$ cat src/rtl/gpt_pkg.sv
package gpt_pkg;
  localparam int GPT_DATA_W = 32;
  localparam int GPT_ADDR_W = 5;

  // byte offsets
  localparam int OFF_CTRL = 0;
  localparam int OFF_LOAD = 4;
  localparam int OFF_CNT  = 8;
  localparam int OFF_STAT = 12;
  localparam int OFF_IE   = 16;

  // bit positions
  localparam int CTRL_RUN  = 0;
  localparam int CTRL_RELD = 1;
  localparam int STAT_OVF  = 0;
  localparam int IE_OVF    = 0;

  typedef struct packed {
    logic ctrl;
    logic load;
    logic cnt;
    logic stat;
    logic ie;
  } gpt_wstb_t;
endpackage

$ cat src/rtl/gpt_rst_sync.sv
module gpt_rst_sync #(
  parameter int STAGES = 2
) (
  input  logic clk,
  input  logic rst_an,
  output logic rst_sn
);
  logic [STAGES-1:0] sync_q;
  logic [STAGES-1:0] sync_d;

  always_comb begin
    sync_d = {sync_q[STAGES-2:0], 1'b1};
  end

  always_ff @(posedge clk or negedge rst_an) begin
    if (!rst_an) sync_q <= '0;
    else         sync_q <= sync_d;
  end

  assign rst_sn = sync_q[STAGES-1];
endmodule

$ cat src/rtl/gpt_regif.sv
module gpt_regif
  import gpt_pkg::*;
#(
  parameter int DATA_W = GPT_DATA_W,
  parameter int ADDR_W = GPT_ADDR_W
) (
  input  logic              sel,
  input  logic              wr_en,
  input  logic [ADDR_W-1:0] addr,
  input  logic              run,
  input  logic              reld,
  input  logic [DATA_W-1:0] load,
  input  logic [DATA_W-1:0] cnt,
  input  logic              stat,
  input  logic              ie,
  output gpt_wstb_t         wstb,
  output logic [DATA_W-1:0] rdata
);
  localparam logic [ADDR_W-1:0] A_CTRL = ADDR_W'(OFF_CTRL);
  localparam logic [ADDR_W-1:0] A_LOAD = ADDR_W'(OFF_LOAD);
  localparam logic [ADDR_W-1:0] A_CNT  = ADDR_W'(OFF_CNT);
  localparam logic [ADDR_W-1:0] A_STAT = ADDR_W'(OFF_STAT);
  localparam logic [ADDR_W-1:0] A_IE   = ADDR_W'(OFF_IE);

  logic wr_go;

  always_comb begin
    wr_go     = sel & wr_en;
    wstb.ctrl = wr_go & (addr == A_CTRL);
    wstb.load = wr_go & (addr == A_LOAD);
    wstb.cnt  = wr_go & (addr == A_CNT);
    wstb.stat = wr_go & (addr == A_STAT);
    wstb.ie   = wr_go & (addr == A_IE);
  end

  always_comb begin
    rdata = '0;
    case (addr)
      A_CTRL: begin
        rdata[CTRL_RUN]  = run;
        rdata[CTRL_RELD] = reld;
      end
      A_LOAD:  rdata = load;
      A_CNT:   rdata = cnt;
      A_STAT:  rdata[STAT_OVF] = stat;
      A_IE:    rdata[IE_OVF] = ie;
      default: rdata = '0;
    endcase
  end

  // at most one register strobed per write
  always_comb begin
    assert_one_strobe_R12: assert ($onehot0(wstb));
  end
endmodule

$ cat src/rtl/gpt_count_core.sv
module gpt_count_core
  import gpt_pkg::*;
#(
  parameter int DATA_W = GPT_DATA_W
) (
  input  logic              clk,
  input  logic              rst_n,
  input  logic              wr_ctrl,
  input  logic              wr_load,
  input  logic              wr_cnt,
  input  logic [DATA_W-1:0] wdata,
  output logic              run_o,
  output logic              reld_o,
  output logic [DATA_W-1:0] load_o,
  output logic [DATA_W-1:0] cnt_o,
  output logic              ovf_o
);
  localparam logic [DATA_W-1:0] ONE = DATA_W'(1);

  logic              run_q, run_d, run_en;
  logic              reld_q, reld_d;
  logic [DATA_W-1:0] load_q, load_d;
  logic [DATA_W-1:0] cnt_q, cnt_d;
  logic              cnt_en;
  logic              at_top;
  logic              ovf;

  // next state
  always_comb begin
    at_top = &cnt_q;
    ovf    = run_q & at_top & ~wr_cnt;

    reld_d = wdata[CTRL_RELD];
    load_d = wdata;

    run_en = wr_ctrl | (ovf & ~reld_q);
    run_d  = wr_ctrl ? wdata[CTRL_RUN] : 1'b0;

    cnt_en = wr_cnt | run_q;
    if (wr_cnt)      cnt_d = wdata;
    else if (ovf)    cnt_d = reld_q ? load_q : '0;
    else             cnt_d = cnt_q + ONE;
  end

  // registers
  always_ff @(posedge clk or negedge rst_n) begin
    if (!rst_n) begin
      run_q  <= 1'b0;
      reld_q <= 1'b0;
      load_q <= '0;
      cnt_q  <= '0;
    end else begin
      if (run_en)  run_q  <= run_d;
      if (wr_ctrl) reld_q <= reld_d;
      if (wr_load) load_q <= load_d;
      if (cnt_en)  cnt_q  <= cnt_d;
    end
  end

  assign run_o  = run_q;
  assign reld_o = reld_q;
  assign load_o = load_q;
  assign cnt_o  = cnt_q;
  assign ovf_o  = ovf;

  assert_cnt_step_R2: assert property (@(posedge clk) disable iff (!rst_n)
    (run_q && !wr_cnt && !at_top) |=> (cnt_q == $past(cnt_q) + ONE));

  assert_cnt_frozen_R2: assert property (@(posedge clk) disable iff (!rst_n)
    (!run_q && !wr_cnt) |=> $stable(cnt_q));

  assert_reload_R4: assert property (@(posedge clk) disable iff (!rst_n)
    (run_q && at_top && reld_q && !wr_cnt && !wr_ctrl) |=> (run_q && cnt_q == $past(load_q)));

  assert_oneshot_R5: assert property (@(posedge clk) disable iff (!rst_n)
    (run_q && at_top && !reld_q && !wr_cnt && !wr_ctrl) |=> (!run_q && cnt_q == '0));

  assert_cnt_write_R11: assert property (@(posedge clk) disable iff (!rst_n)
    wr_cnt |=> (cnt_q == $past(wdata)));
endmodule

$ cat src/rtl/gpt_irq_ctl.sv
module gpt_irq_ctl (
  input  logic clk,
  input  logic rst_n,
  input  logic ovf,
  input  logic wr_stat,
  input  logic wr_ie,
  input  logic stat_bit,
  input  logic ie_bit,
  output logic stat_o,
  output logic ie_o,
  output logic irq_o
);
  logic stat_q, stat_d, stat_en;
  logic ie_q;
  logic clr;

  always_comb begin
    clr     = wr_stat & stat_bit;
    stat_en = ovf | clr;
    stat_d  = ovf;          // a new event outranks the clear
  end

  always_ff @(posedge clk or negedge rst_n) begin
    if (!rst_n) begin
      stat_q <= 1'b0;
      ie_q   <= 1'b0;
    end else begin
      if (stat_en) stat_q <= stat_d;
      if (wr_ie)   ie_q   <= ie_bit;
    end
  end

  assign stat_o = stat_q;
  assign ie_o   = ie_q;
  assign irq_o  = stat_q & ie_q;

  assert_ovf_sets_R3: assert property (@(posedge clk) disable iff (!rst_n)
    ovf |=> stat_q);

  assert_w1c_R8: assert property (@(posedge clk) disable iff (!rst_n)
    (clr && !ovf) |=> !stat_q);

  assert_stat_hold_R8: assert property (@(posedge clk) disable iff (!rst_n)
    (!clr && !ovf) |=> $stable(stat_q));

  assert_irq_follows_R10: assert property (@(posedge clk) disable iff (!rst_n)
    (wr_ie && !ie_bit) |=> !irq_o);
endmodule

$ cat src/rtl/gpt_timer.sv
module gpt_timer
  import gpt_pkg::*;
#(
  parameter int DATA_W      = GPT_DATA_W,
  parameter int ADDR_W      = GPT_ADDR_W,
  parameter int SYNC_STAGES = 2
) (
  input  logic              clk,
  input  logic              rst_n,
  input  logic              sel,
  input  logic              wr_en,
  input  logic [ADDR_W-1:0] addr,
  input  logic [DATA_W-1:0] wdata,
  output logic [DATA_W-1:0] rdata,
  output logic              irq
);
  logic              rst_sn;
  gpt_wstb_t         wstb;
  logic              run, reld, ovf, stat, ie;
  logic [DATA_W-1:0] load, cnt;

  gpt_rst_sync #(.STAGES(SYNC_STAGES)) u_rst (
    .clk    (clk),
    .rst_an (rst_n),
    .rst_sn (rst_sn)
  );

  gpt_regif #(.DATA_W(DATA_W), .ADDR_W(ADDR_W)) u_regif (
    .sel   (sel),
    .wr_en (wr_en),
    .addr  (addr),
    .run   (run),
    .reld  (reld),
    .load  (load),
    .cnt   (cnt),
    .stat  (stat),
    .ie    (ie),
    .wstb  (wstb),
    .rdata (rdata)
  );

  gpt_count_core #(.DATA_W(DATA_W)) u_core (
    .clk     (clk),
    .rst_n   (rst_sn),
    .wr_ctrl (wstb.ctrl),
    .wr_load (wstb.load),
    .wr_cnt  (wstb.cnt),
    .wdata   (wdata),
    .run_o   (run),
    .reld_o  (reld),
    .load_o  (load),
    .cnt_o   (cnt),
    .ovf_o   (ovf)
  );

  gpt_irq_ctl u_irq (
    .clk      (clk),
    .rst_n    (rst_sn),
    .ovf      (ovf),
    .wr_stat  (wstb.stat),
    .wr_ie    (wstb.ie),
    .stat_bit (wdata[STAT_OVF]),
    .ie_bit   (wdata[IE_OVF]),
    .stat_o   (stat),
    .ie_o     (ie),
    .irq_o    (irq)
  );

  // nothing pending while held in reset
  assert_quiet_in_reset_R1: assert property (@(posedge clk)
    !rst_sn |-> (!irq && !run));
endmodule

$ cat config.mk
export PLATFORM = sky130hd
export DESIGN_NAME = gpt_timer
export DESIGN_NICKNAME = d
export VERILOG_FILES = /design/src/rtl/gpt_pkg.sv /design/src/rtl/gpt_rst_sync.sv /design/src/rtl/gpt_regif.sv /design/src/rtl/gpt_count_core.sv /design/src/rtl/gpt_irq_ctl.sv /design/src/rtl/gpt_timer.sv
export SDC_FILE = /design/constraint.sdc
export NUM_CORES = 1
export LEC_CHECK = 0
export ABC_AREA = 1
export BUFFER_PORTS_ARGS = -buffer_cell sky130_fd_sc_hd__clkbuf_2
export CORE_ASPECT_RATIO = 0.75
export CORE_MARGIN = 4
export CORE_UTILIZATION = 55
export DETAILED_ROUTE_END_ITERATION = 7
export PLACE_DENSITY = 0.76
export SYNTH_ARGS = -nofsm -noshare
export SYNTH_HDL_FRONTEND = slang
export SYNTH_SLANG_ARGS = --single-unit
$ cat constraint.sdc
create_clock -name clk -period 3 [get_ports clk]
set_input_delay 0.45 -clock clk [delete_from_list [all_inputs] [get_ports clk]]
set_output_delay 0.45 -clock clk [all_outputs]
set_load 0.1 [all_outputs]
# --- Yosys cells after proc, flatten, opt, wreduce, memory -nomap -nowiden ---
# Index checks and enable logic that the tools add are counted.
totals:
  ff_bits: 70
  elab_cells: 37
  out_inout_bits: 33
  input_bits: 41
op_classes:
  n_addsub: 1
  reduce_logical: 2
  n_eq_ne: 4
  muxes: 7
  n_bitwise: 16
ops:
  columns: ["cell", "count"]
  rows:
  - ["2-to-1 mux 32 bit", 3]
  - ["one-hot mux 30 bit (2 select lines)", 1]
  - ["adder 32 x 1 -> 32 bit, second input constant", 1]
  - ["AND reduction 32 bit", 1]
  - ["bitwise AND 1 bit", 11]
  - ["== test 5 x 4 -> 1 bit, second input constant", 2]
  - ["== test 5 x 3 -> 1 bit, second input constant", 1]
  - ["== test 5 bit, second input constant", 1]
  - ["zero test 5 bit", 1]
  - ["one-hot mux 1 bit (5 select lines)", 1]
  - ["OR 1 bit", 3]
  - ["one-hot mux 1 bit (3 select lines)", 1]
  - ["inverter 1 bit", 2]
  - ["2-to-1 mux 1 bit", 1]

# --- Depth between registers and ports, before layout ---
# Gate-level depths: netlist of the first run.
logic_depth:
  ltp_word: 6
  mapped_depth: 11
  ltp_nobuf: 11

# --- By module ---
# From an unflattened synthesis of the first run, not the netlist that was laid out.
hier_totals:
  hier_cells: 700
  hier_area_um2: 4897.2
modules_own_cells:
  columns: ["mod", "seq_area_each_um2", "instances", "area_each_um2", "cells_each"]
  rows:
  - ["gpt_count_core", 1651.6, 1, 4093.9, 556]
  - ["gpt_regif", 0.0, 1, 664.4, 130]
  - ["gpt_irq_ctl", 50.0, 1, 85.1, 11]
  - ["gpt_rst_sync", 50.0, 1, 53.8, 3]

# --- Worst setup path after synthesis of the first run ---
# Ideal clock, no wire load.
synth_path:
  path_type: "in2out"
  from: "input port addr[3]"
  to: "output port rdata[10]"
  path_stages: 5
  arrival_ns: 3.132
  required_ns: 2.550
  path_slack_ns: -0.582
  n_path_buf: 1
  path_cell_list: "inv_1 -> nor2_1 -> nand3_1 -> clkbuf_1 -> o21ai_0"
synth_between:
  elab_chain_cells: 2
  elab_cells_between_ends: 3
  classes_between: "eq/ne (2); mux (1)"
synth_lines:
  columns: ["element", "line", "rtl"]
  rows:
  - ["from (decl)", "gpt_timer.sv:12", "input logic [ADDR_W-1:0] addr,"]
  - ["== test 5 x 4 -> 1 bit / == test 5 x 3 -> 1 bit (equally long branches)", "gpt_regif.sv:38", "case (addr)"]
  - ["one-hot mux 30 bit (2 select lines) *", "gpt_regif.sv:38", null]
  - ["to (decl)", "gpt_timer.sv:14", "output logic [DATA_W-1:0] rdata,"]
# Every way passes the cells marked *; elsewhere a longest branch is shown, timed or not.

# --- Worst setup path in the final report of the first run ---
layout_path:
  from: "input port addr[3]"
  to: "output port rdata[31]"
# The elaborated chain is that of the path after synthesis.

==> flow_summary.ini, run 1 <==
[timing]
worstMarginPinSlew_ns = 0.840
min_period_ns = 2.29
fmax_ghz = 0.436
hold_violations = 0
rsz0062_at_grt = no
relSlewSlack = 0.440
slew_viol_final = 0
setup_violations = 0
post-route-period-util = 0.764
holdWs_ns = 0.339
skew_ns = 0.00339

[pwr]
power.density_mw_per_mm2 = 570
p_leak_uw = 0.00300
p_comb_frac = 0.290
power_switching_uw = 1280
p_int_uw = 2210
p_clk_frac = 0.315
ir_worst_vdd_uv = 323
sw_frac_of_total = 0.367
pwr-share-seq = 0.395
total_power_uw = 3490

[global_route]
grt_busiest_layer = met2
grt_pass1_wl_mm = 23.6
grt_usage = 0.289
grt.overflow.total = 0
gr-usage-met3 = 0.0676
grt_pass1_vias = 4862
use_met2 = 0.457
use_met1 = 0.396
grt_max_degree = 65
antenna_found_initial = 0

[route]
drt-pass1-iter-count = 5
num_vias = 5035
wl_mm = 14.2
ant_nets = 0
vias_per_cell = 5.41
wl_per_cell_um = 15.3
drc = 0
first_iter_violations = 472

[yosys]
synthFlopType = dfrtp_1
synth-compound-area-share = 0.115
synth_cell_types = 35
ys_warn_count = 0
synthMuxAreaShare = 0
synth-simple-area-share = 0.368
synth_async_sr_flop_share = 1.00
synthXorXnorAreaFrac = 0.0269
syn_area_mm2 = 0.00489
netlist_instances = 751
synth_nets = 793
synth_area_per_cell_um2 = 6.51
synth_top_family_by_area = simple AND/OR/NAND/NOR gates
synth_fa_ha_area_frac = 0.00256
synth_edf_count = 0
ys_seq_elements = 70
yosysSeqAreaShare = 0.358

[critical_path]
worstPathArrival_ns = 1.84
path_max_fanout = 32
worstSetupPathType = input pin to output port
critPathRequiredTime_ns = 2.55
worst_setup_path_end_kind = output port
crit_path_start_kind = input pin

[floorplanning]
initial_core_util = 0.571
ioPinCount = 74
die_h_um = 89.6
fp-row-count = 29
core-area_mm2 = 0.00856
die_area_mm2 = 0.0105
die_x_um = 117

[final_layout]
area_growth_pct = 25.3
n_antenna_cell = 0
drive_above_1_share = 0.152
multiInputGateArea_mm2 = 0.00251
fillers = 717
layout.nets = 859
final-seq-area_mm2 = 0.00175

[clocking]
cts_sinks = 70
ctsHtreeMaxLevel = 3
cts_setup_buffers = 0
cts_made_buffers = 9
clkSlewWorstSetupHoldPaths_ns = 0.06
insertion_delay_ns = 0.34
cts_buffer_depth = 2
cts-root-buf = clkbuf_16
cts_tree = done

[outcome]
status = finished clean

[worst_hold_path]
hold_class = input pin to register

[place]
hpwl_mm = 10.0
gp_congestion = 0.926
port_buffers = 73

[flow_run]
drv_cap = 0
worst max-delay path, cell delays in order:
cell,delay (ns)
clkbuf_2,0.07
inv_1,0.06
nor2_1,0.19
nand3_1,0.10
buf_4,0.26
o21ai_0,0.45
buf_12,0.24
synthesized netlist by cell type (4+ instances only):
| library cell | count | area [um2] |
|---|---|---|
| nand2_1 | 268 | 1010 |
| clkbuf_1 | 18 | 67.6 |
| nor2_2 | 7 | 43.8 |
| inv_1 | 114 | 428 |
| o21ai_0 | 67 | 335 |
| nor2_1 | 43 | 161 |
| nand3b_1 | 10 | 75.1 |
| nand4_1 | 4 | 25.0 |
| xor2_1 | 14 | 123 |
| nand3_1 | 62 | 310 |
| nand2_2 | 8 | 50.1 |
| buf_2 | 5 | 25.0 |
| dfrtp_1 | 70 | 1750 |
| o22ai_1 | 32 | 200 |
| buf_6 | 6 | 67.6 |
final timing paths:
path | startpoint | endpoint | slack (ns) | cells past startpoint
max in group asynchronous | u_rst.sync_q[1] | u_core.cnt_o[26] | 1.95 | 1
max | addr[3] | rdata[31] | 0.71 | 7
min reg2reg | u_rst.sync_q[0] | u_rst.sync_q[1] | 0.35 | 0
min in group asynchronous | u_rst.sync_q[1] | u_core.load_o[7] | 0.37 | 0
min | wdata[1] | u_core.reld_o | 0.34 | 3
max reg2reg | u_core.cnt_o[1] | u_core.cnt_o[10] | 0.86 | 9
cells by family (layout without fill, tap and decap cells):
logic type      Yosys count  count (layout)
xor+xnor                 15              15
fa+ha+maj                 1               1
buf+inv                 149             220
compound gates          103             103
simple gates            412             412
other cells               1               1
flops                    70              70
what timing repair did:
| item | in CTS | in global routing |
|---|---|---|
| gates resized for setup | 0 | 0 |
| hold buffers | 1 | 0 |
| endpoints found under the hold margin | 2 | 0 |
cells in the final DEF (no fill, tap or decap), drive strengths merged, types with 2 or more instances in the layout:
cell | Yosys | final
o21ai | 68 | 68
nand3b | 10 | 10
buf | 13 | 46
inv | 115 | 115
xor2 | 14 | 14
clkinv | 1 | 2
nand2 | 276 | 276
dfrtp | 70 | 70
nand4 | 6 | 6
nor2 | 53 | 53
nor3 | 3 | 3
clkbuf | 19 | 54
nand3 | 63 | 63
o22ai | 32 | 32
flip-flops by register name (all words and copies together) (netlist names):
name           cells
u_core.run_o       1
u_irq.ie_o         1
u_core.reld_o      1
u_irq.stat_o       1
u_core.cnt_o      32
u_core.load_o     32
u_rst.sync_q       2
power by group through the flow:
stage          sequential, uW  combinational, uW  clock, uW
2_1_floorplan            1330                761          0
3_3_place_gp             1380                959          0
3_5_place_dp             1380                998          0
4_1_cts                  1370               1010       1110
5_1_grt                  1410               1150       1150
6_report                 1380               1010       1100
layer usage:
layer  share of wire  up-vias
met4           0.014        0
met5               0        -
met3           0.091       21
met1            0.44     2294
met2            0.45      232
li1                -     2488
through the flow:
stage	setup TNS (ns)	setup WS [ns]	util	instances	area, um2
2_1_floorplan	-17.47	-0.582	-	751	4890
3_3_place_gp	0	0.805	0.678	913	5810
3_5_place_dp	0	0.739	0.678	913	5810
4_1_cts	0	0.709	0.715	930	6120
5_1_grt	0	0.639	0.715	930	6120
6_report	0	0.707	0.715	930	6120
cell type report:
| type | count | area share |
|---|---|---|
| tap | 108 | 0.0221 |
| clock inverter | 3 | 0.00695 |
| inverter | 116 | 0.0711 |
| clock buffer | 13 | 0.0425 |
| timing repair buffer | 88 | 0.161 |
| multi-input combinational | 532 | 0.410 |
| sequential | 70 | 0.286 |
Power figures use the tool's default switching activity.
==> run 2: changes to the inputs <==
==> constraint.sdc (replaced) <==
create_clock -name clk -period 2.15 [get_ports clk]
set_input_delay 0.3225 -clock clk [delete_from_list [all_inputs] [get_ports clk]]
set_output_delay 0.3225 -clock clk [all_outputs]
set_load 0.1 [all_outputs]
==> run 2 against run 1 <==
Against the previous run:
- first-iteration DRC count up 6.4%
- final area grew 0.72%
- sequential power is 39% higher
- highest routed layer unchanged
==> flow_summary.ini, run 2 (synthesized netlist as in run 1, its figures left out) <==
[outcome]
status = finished clean

[global_route]
grt_pass1_vias = 4947
grt.overflow.total = 0
grt_usage = 0.276
grt_max_degree = 69
antenna_found_initial = 0
grt_pass1_wl_mm = 23.0

[clocking]
cts_tree = done
cts_setup_buffers = 0
ctsHtreeMaxLevel = 3
cts-root-buf = clkbuf_16
hold_buffers = 1
insertion_delay_ns = 0.33
post_cts_resized = 0
cts_made_buffers = 9
cts_sinks = 70
cts_buffer_depth = 2
clkSlewWorstSetupHoldPaths_ns = 0.06

[critical_path]
critPathRequiredTime_ns = 2.37
worstPathArrival_ns = 2.15
path_max_fanout = 13
worstSetupPathType = register to register
reg2reg_depth = 9
r2r_setup_slack_ns = 0.22
timing.rr.end = u_core.cnt_o[17]
worst_setup_path_end_kind = register
crit_path_start_kind = register
r2r-start = u_core.cnt_o[1]

[pwr]
power.density_mw_per_mm2 = 792
total_power_uw = 4880
p_leak_uw = 0.00301
ir_worst_vdd_uv = 403

[route]
num_vias = 5173
ant_nets = 0
met1_length_mm = 6.06
wl_per_cell_um = 14.6
drc = 0
highest_layer = met4
drt-pass1-iter-count = 5
vias_per_cell = 5.53
wl_met3_mm = 1.21
first_iter_violations = 502
wl_mm = 13.7
wl_met2_mm = 6.21

[worst_hold_path]
hold_class = input pin to register
holdPathEnd = u_core.run_o
hold_depth = 3
hp-start = wdata[0]

[timing]
post-route-period-util = 0.898
hold_violations = 0
setup_ws_ns = 0.220
setup_violations = 0
tns_ns = 0
rsz0062_at_grt = no
min_period_ns = 1.93
skew_ns = 0.00859
fmax_ghz = 0.518
slew_viol_final = 0
relSlewSlack = 0.633
worstMarginPinSlew_ns = 0.550

[place]
pre_cts_ws_ns = 0.235
hpwl_mm = 10.0
port_buffers = 73
gp_congestion = 1.04

[final_layout]
drive_above_1_share = 0.159
multiInputGateArea_mm2 = 0.00252
final-seq-area_mm2 = 0.00175
fillers = 720
area_growth_pct = 26.2
n_antenna_cell = 0
layout.nets = 865
most-common-layout-cells = nand2_1 (268), inv_1 (114), dfrtp_1 (69), nand3_1 (62), nor2_1 (43)
final_common_cell = nand2_1

[floorplanning]
initial_core_util = 0.571
die_x_um = 117
die_h_um = 89.6
ioPinCount = 74
core-area_mm2 = 0.00856
die_area_mm2 = 0.0105
fp-row-count = 29

[flow_run]
drv_cap = 0
## run 2: changes by cell type in the layout (fill, tap and decap cells not counted)
cell	change
buf_4	+7
o221ai_2	+1
o221ai_1	-1
nor2_2	-1
o21ai_0	-30
o21ai_1	+30
buf_12	-1
nor2_4	+1
## run 2: worst max-delay path, cell delays in order, from the launching register on
cell and delay [ns]:
dfrtp_1 0.37, ha_1 0.21, nand2_2 0.10, nor2_8 0.13, nand3_4 0.14, nor3_4 0.31, buf_4 0.28, nand3_1 0.11
nand3_1 0.10, nand2_1 0.06
## run 2: worst max-delay path by stage
stage	start	to	slack, ns	depth (start not counted)
after floorplan	addr[3]	rdata[10]	-0.48	5
after global placement	u_core.cnt_o[1]	u_core.cnt_o[21]	0.32	10
after detailed placement	u_core.cnt_o[1]	u_core.cnt_o[17]	0.23	9
after CTS	u_core.cnt_o[1]	u_core.cnt_o[31]	0.23	9
after global routing	u_core.cnt_o[1]	u_core.cnt_o[22]	0.05	10
final	u_core.cnt_o[1]	u_core.cnt_o[17]	0.22	9
## run 2: report_power, final
group	leakage (uW)	internal, uW	switching, uW
Clock	0.000146	960	557
Sequential	0.000919	1610	305
Combinational	0.00194	506	938
## run 2: per-stage QoR
step	util	hold slack, ns	std cells	cell area (um2)
CTS	0.720	0.219	936	6170
global placement	0.684	0.111	919	5850
detailed placement	0.684	0.117	919	5850
finish	0.720	0.219	936	6170
floorplan	-	0.0269	751	4900
global route	0.720	0.248	936	6170
## run 2: layout make-up
| class | instances | share of cell area |
|---|---|---|
| Clock inverter | 3 | 0.00690 |
| Clock buffer | 13 | 0.0422 |
| Timing Repair Buffer | 94 | 0.165 |
| Tap cell | 108 | 0.0219 |
| Sequential cell | 70 | 0.284 |
| Multi-Input combinational cell | 532 | 0.409 |
| Inverter | 116 | 0.0706 |
## run 2: per-layer routing
| metal | GRT usage | up-vias |
|---|---|---|
| li1 | - | 2500 |
| met1 | 0.383 | 2387 |
| met2 | 0.437 | 258 |
| met3 | 0.0543 | 28 |
| met4 | 0.0927 | 0 |
| met5 | 0 | - |
==> run 3: changes to the inputs <==
--- a/config.mk
+++ b/config.mk
@@ -5,13 +5,13 @@
 export SDC_FILE = /design/constraint.sdc
 export NUM_CORES = 1
 export LEC_CHECK = 0
-export ABC_AREA = 1
+export ABC_AREA = 0
 export BUFFER_PORTS_ARGS = -buffer_cell sky130_fd_sc_hd__clkbuf_2
 export CORE_ASPECT_RATIO = 0.75
 export CORE_MARGIN = 4
-export CORE_UTILIZATION = 55
+export CORE_UTILIZATION = 49
 export DETAILED_ROUTE_END_ITERATION = 7
-export PLACE_DENSITY = 0.76
+export PLACE_DENSITY = 0.7
 export SYNTH_ARGS = -nofsm -noshare
 export SYNTH_HDL_FRONTEND = slang
 export SYNTH_SLANG_ARGS = --single-unit
==> constraint.sdc (replaced) <==
create_clock -name clk -period 1.94 [get_ports clk]
set_input_delay 0.291 -clock clk [delete_from_list [all_inputs] [get_ports clk]]
set_output_delay 0.291 -clock clk [all_outputs]
set_load 0.1 [all_outputs]
==> run 3 against run 2 <==
Against the previous run:
- the run now ends with negative setup slack left
- flip-flop and latch count unchanged
- non-clock buffer count increased by 63
- clock skew decreased by 0.0021 ns
- cell count decreased by 29%
- worst hold slack got worse by 0.044 ns
- synthesized area decreased by 15%
- via count decreased by 17%
- clock power increased by 3%
- sequential share of layout area decreased by 1.5 points
- critical endpoint unchanged
- highest routed layer unchanged
==> flow_summary.ini, run 3 <==
[outcome]
status = complete, but fails checks
violations = negative setup slack

[pwr]
power.density_mw_per_mm2 = 885
p_clk_frac = 0.271
p_comb_frac = 0.358
power_switching_uw = 2010
sw_frac_of_total = 0.349
ir_worst_vdd_uv = 647
pwr-share-seq = 0.371
p_leak_uw = 0.00296
p_int_uw = 3740

[final_layout]
final-seq-area_mm2 = 0.00175
most-common-layout-cells = dfrtp_1 (69), buf_4 (66), clkbuf_2 (41), buf_12 (41), mux2_2 (36)
layout.nets = 602
n_antenna_cell = 0
drive_above_1_share = 0.475
final_common_cell = dfrtp_1
area_growth_pct = 56.4
postLayoutCoreUtil = 0.807
multiInputGateArea_mm2 = 0.00268
fillers = 467

[clocking]
cts_sinks = 70
ctsHtreeMaxLevel = 3
cts-root-buf = clkbuf_16
cts_tree = done
cts_made_buffers = 9
insertion_delay_ns = 0.34
clkSlewWorstSetupHoldPaths_ns = 0.06
cts_buffer_depth = 2

[route]
vias_per_cell = 6.42
ant_nets = 0
wl_mm = 14.9
drc = 0
first_iter_violations = 454
wl_per_cell_um = 22.3
drt-pass1-iter-count = 5
num_vias = 4295

[floorplanning]
ioPinCount = 74
core-area_mm2 = 0.00806
die_x_um = 114
initial_core_util = 0.516
die_area_mm2 = 0.0100
die_h_um = 87.7
fp-row-count = 28

[global_route]
grt_pass1_wl_mm = 21.6
grt_usage = 0.275
grt_pass1_vias = 4184
grt.overflow.total = 0
antenna_found_initial = 0
grt_max_degree = 69

[worst_hold_path]
holdPathEnd = u_core.cnt_o[8]
hold_depth = 3
hold_class = input pin to register
hp-start = wdata[8]

[critical_path]
path_max_fanout = 6
r2r-start = u_core.cnt_o[3]
worstPathArrival_ns = 2.27
crit_path_top_delay_cell = dfrtp_1
worst_setup_path_end_kind = register
worstSetupPathType = register to register
timing.rr.end = u_core.cnt_o[17]
crit_chain = nand4_1, nor4_4, and4_4, nor2_4, buf_4, a221o_1
critPathRequiredTime_ns = 2.16
critical_path_buf_inv_count = 1
crit_path_start_kind = register
r2r_setup_slack_ns = -0.11
max_stage_delay_ns = 0.41
cp_top_family = simple AND/OR/NAND/NOR gates
reg2reg_depth = 6

[yosys]
post-synth-top-area-cell = dfrtp_1
synth_cell_types = 42
synth_async_sr_flop_share = 1.00
ys_top_cells_by_count = dfrtp_1 (70), mux2_2 (36), a22o_1 (30)
netlist_instances = 425
synthFlopType = dfrtp_1
ys_warn_count = 0
synth_area_per_cell_um2 = 9.77
synth_edf_count = 0
synth_nets = 467
yosysMostFrequentCell = dfrtp_1
syn_area_mm2 = 0.00415
yosys-top-cells-area = dfrtp_1 (42%), mux2_2 (9.8%), a22o_1 (6.3%)
synth.top_cell.area_share = 0.422
ys_seq_elements = 70
yosysSeqAreaShare = 0.422

[timing]
setup_ws_ns = -0.113
worstMarginPinSlew_ns = 0.552
relSlewSlack = 0.634
holdWs_ns = 0.175
fmax_ghz = 0.487
tns_ns = -1.37
slew_viol_final = 0
min_period_ns = 2.05
setup_violations = 24
hold_violations = 0
skew_ns = 0.00646
rsz0062_at_grt = yes
post-route-period-util = 1.06

[place]
gp_congestion = 0.912
hpwl_mm = 9.02
pre_cts_ws_ns = -0.0617
port_buffers = 73

[flow_run]
drv_cap = 0
run 3: cell count changes after synthesis, sizes merged, moves of 12 or more:
| cell | previous run | this run |
|---|---|---|
| inv | 115 | 4 |
| nor2 | 53 | 26 |
| o22ai | 32 | 0 |
| o21ai | 68 | 15 |
| a221o | 0 | 14 |
| xnor2 | 1 | 18 |
| a22o | 0 | 30 |
| nand4 | 6 | 18 |
| nand2b | 0 | 14 |
| nand3 | 63 | 16 |
| nand2 | 276 | 26 |
| mux2 | 0 | 36 |
| a21oi | 0 | 18 |
| and3 | 0 | 12 |
run 3: power groups by stage:
stage	logic, uW	clock network (uW)	registers (uW)
floorplan	948	0	2200
global placement	1770	0	2090
detailed placement	1830	0	2110
CTS	1870	1570	2090
global route	2190	1640	2170
finish	2060	1560	2130
run 3: worst max-delay path by stage:
stage                          from  depth (start not counted)                end
finish              u_core.cnt_o[3]                          6   u_core.cnt_o[17]
global route        u_core.cnt_o[3]                          6   u_core.cnt_o[17]
global placement    u_core.cnt_o[8]                          6   u_core.cnt_o[30]
floorplan                   addr[0]                         10   u_core.cnt_o[19]
CTS                 u_core.cnt_o[8]                          5   u_core.cnt_o[30]
detailed placement          addr[0]                          6  u_core.load_o[20]
run 3: worst register-to-register path: stages (launching register included):
cell	delay, ns
dfrtp_1	0.41
nand4_1	0.28
nor4_4	0.37
and4_4	0.31
nor2_4	0.07
buf_4	0.18
a221o_1	0.31
run 3: per-stage QoR:
stage | area, um2 | total power (uW) | std cells
final | 6500 | 5750 | 669
after global routing | 6500 | 6000 | 669
after CTS | 6210 | 5530 | 659
after detailed placement | 5830 | 3940 | 638
after global placement | 5830 | 3860 | 638
after floorplan | 4450 | 3140 | 425
run 3: cell families after synthesis:
kind of cell	after synthesis	share of synthesized area
AOI/OAI and AO/OA	97	0.173
xor gates and xnor gates	26	0.0548
adders and majority gates	1	0.00301
buffers and inverters	37	0.0401
DFF	70	0.422
muxes	38	0.102
other	1	0.000903
and+or+nand+nor	155	0.204
run 3: layout make-up:
type                            count  area share
Multi-Input combinational cell    318       0.412
Sequential cell                    70       0.270
Timing Repair Buffer              157       0.253
Clock buffer                       14      0.0422
Tap cell                          105      0.0202
Inverter                            4     0.00231
Clock inverter                      1    0.000770
run 3: repair_timing:
| action | CTS | global route |
|---|---|---|
| hold buffers | 1 | 0 |
| gates resized for setup | 8 | 44 |
| cloned | 1 | 2 |
| pin swaps | 2 | 23 |
| setup endpoints to repair | 28 | 53 |
| endpoints found under the hold margin | 2 | 0 |
| buffers inserted | 4 | 8 |
run 3: layer usage:
layer,GRT usage,up-vias,wire length (um)
li1,-,1872,-
met1,0.373,2092,6100
met4,0.0960,0,530
met2,0.431,262,6860
met3,0.0691,69,1420
met5,0,-,0
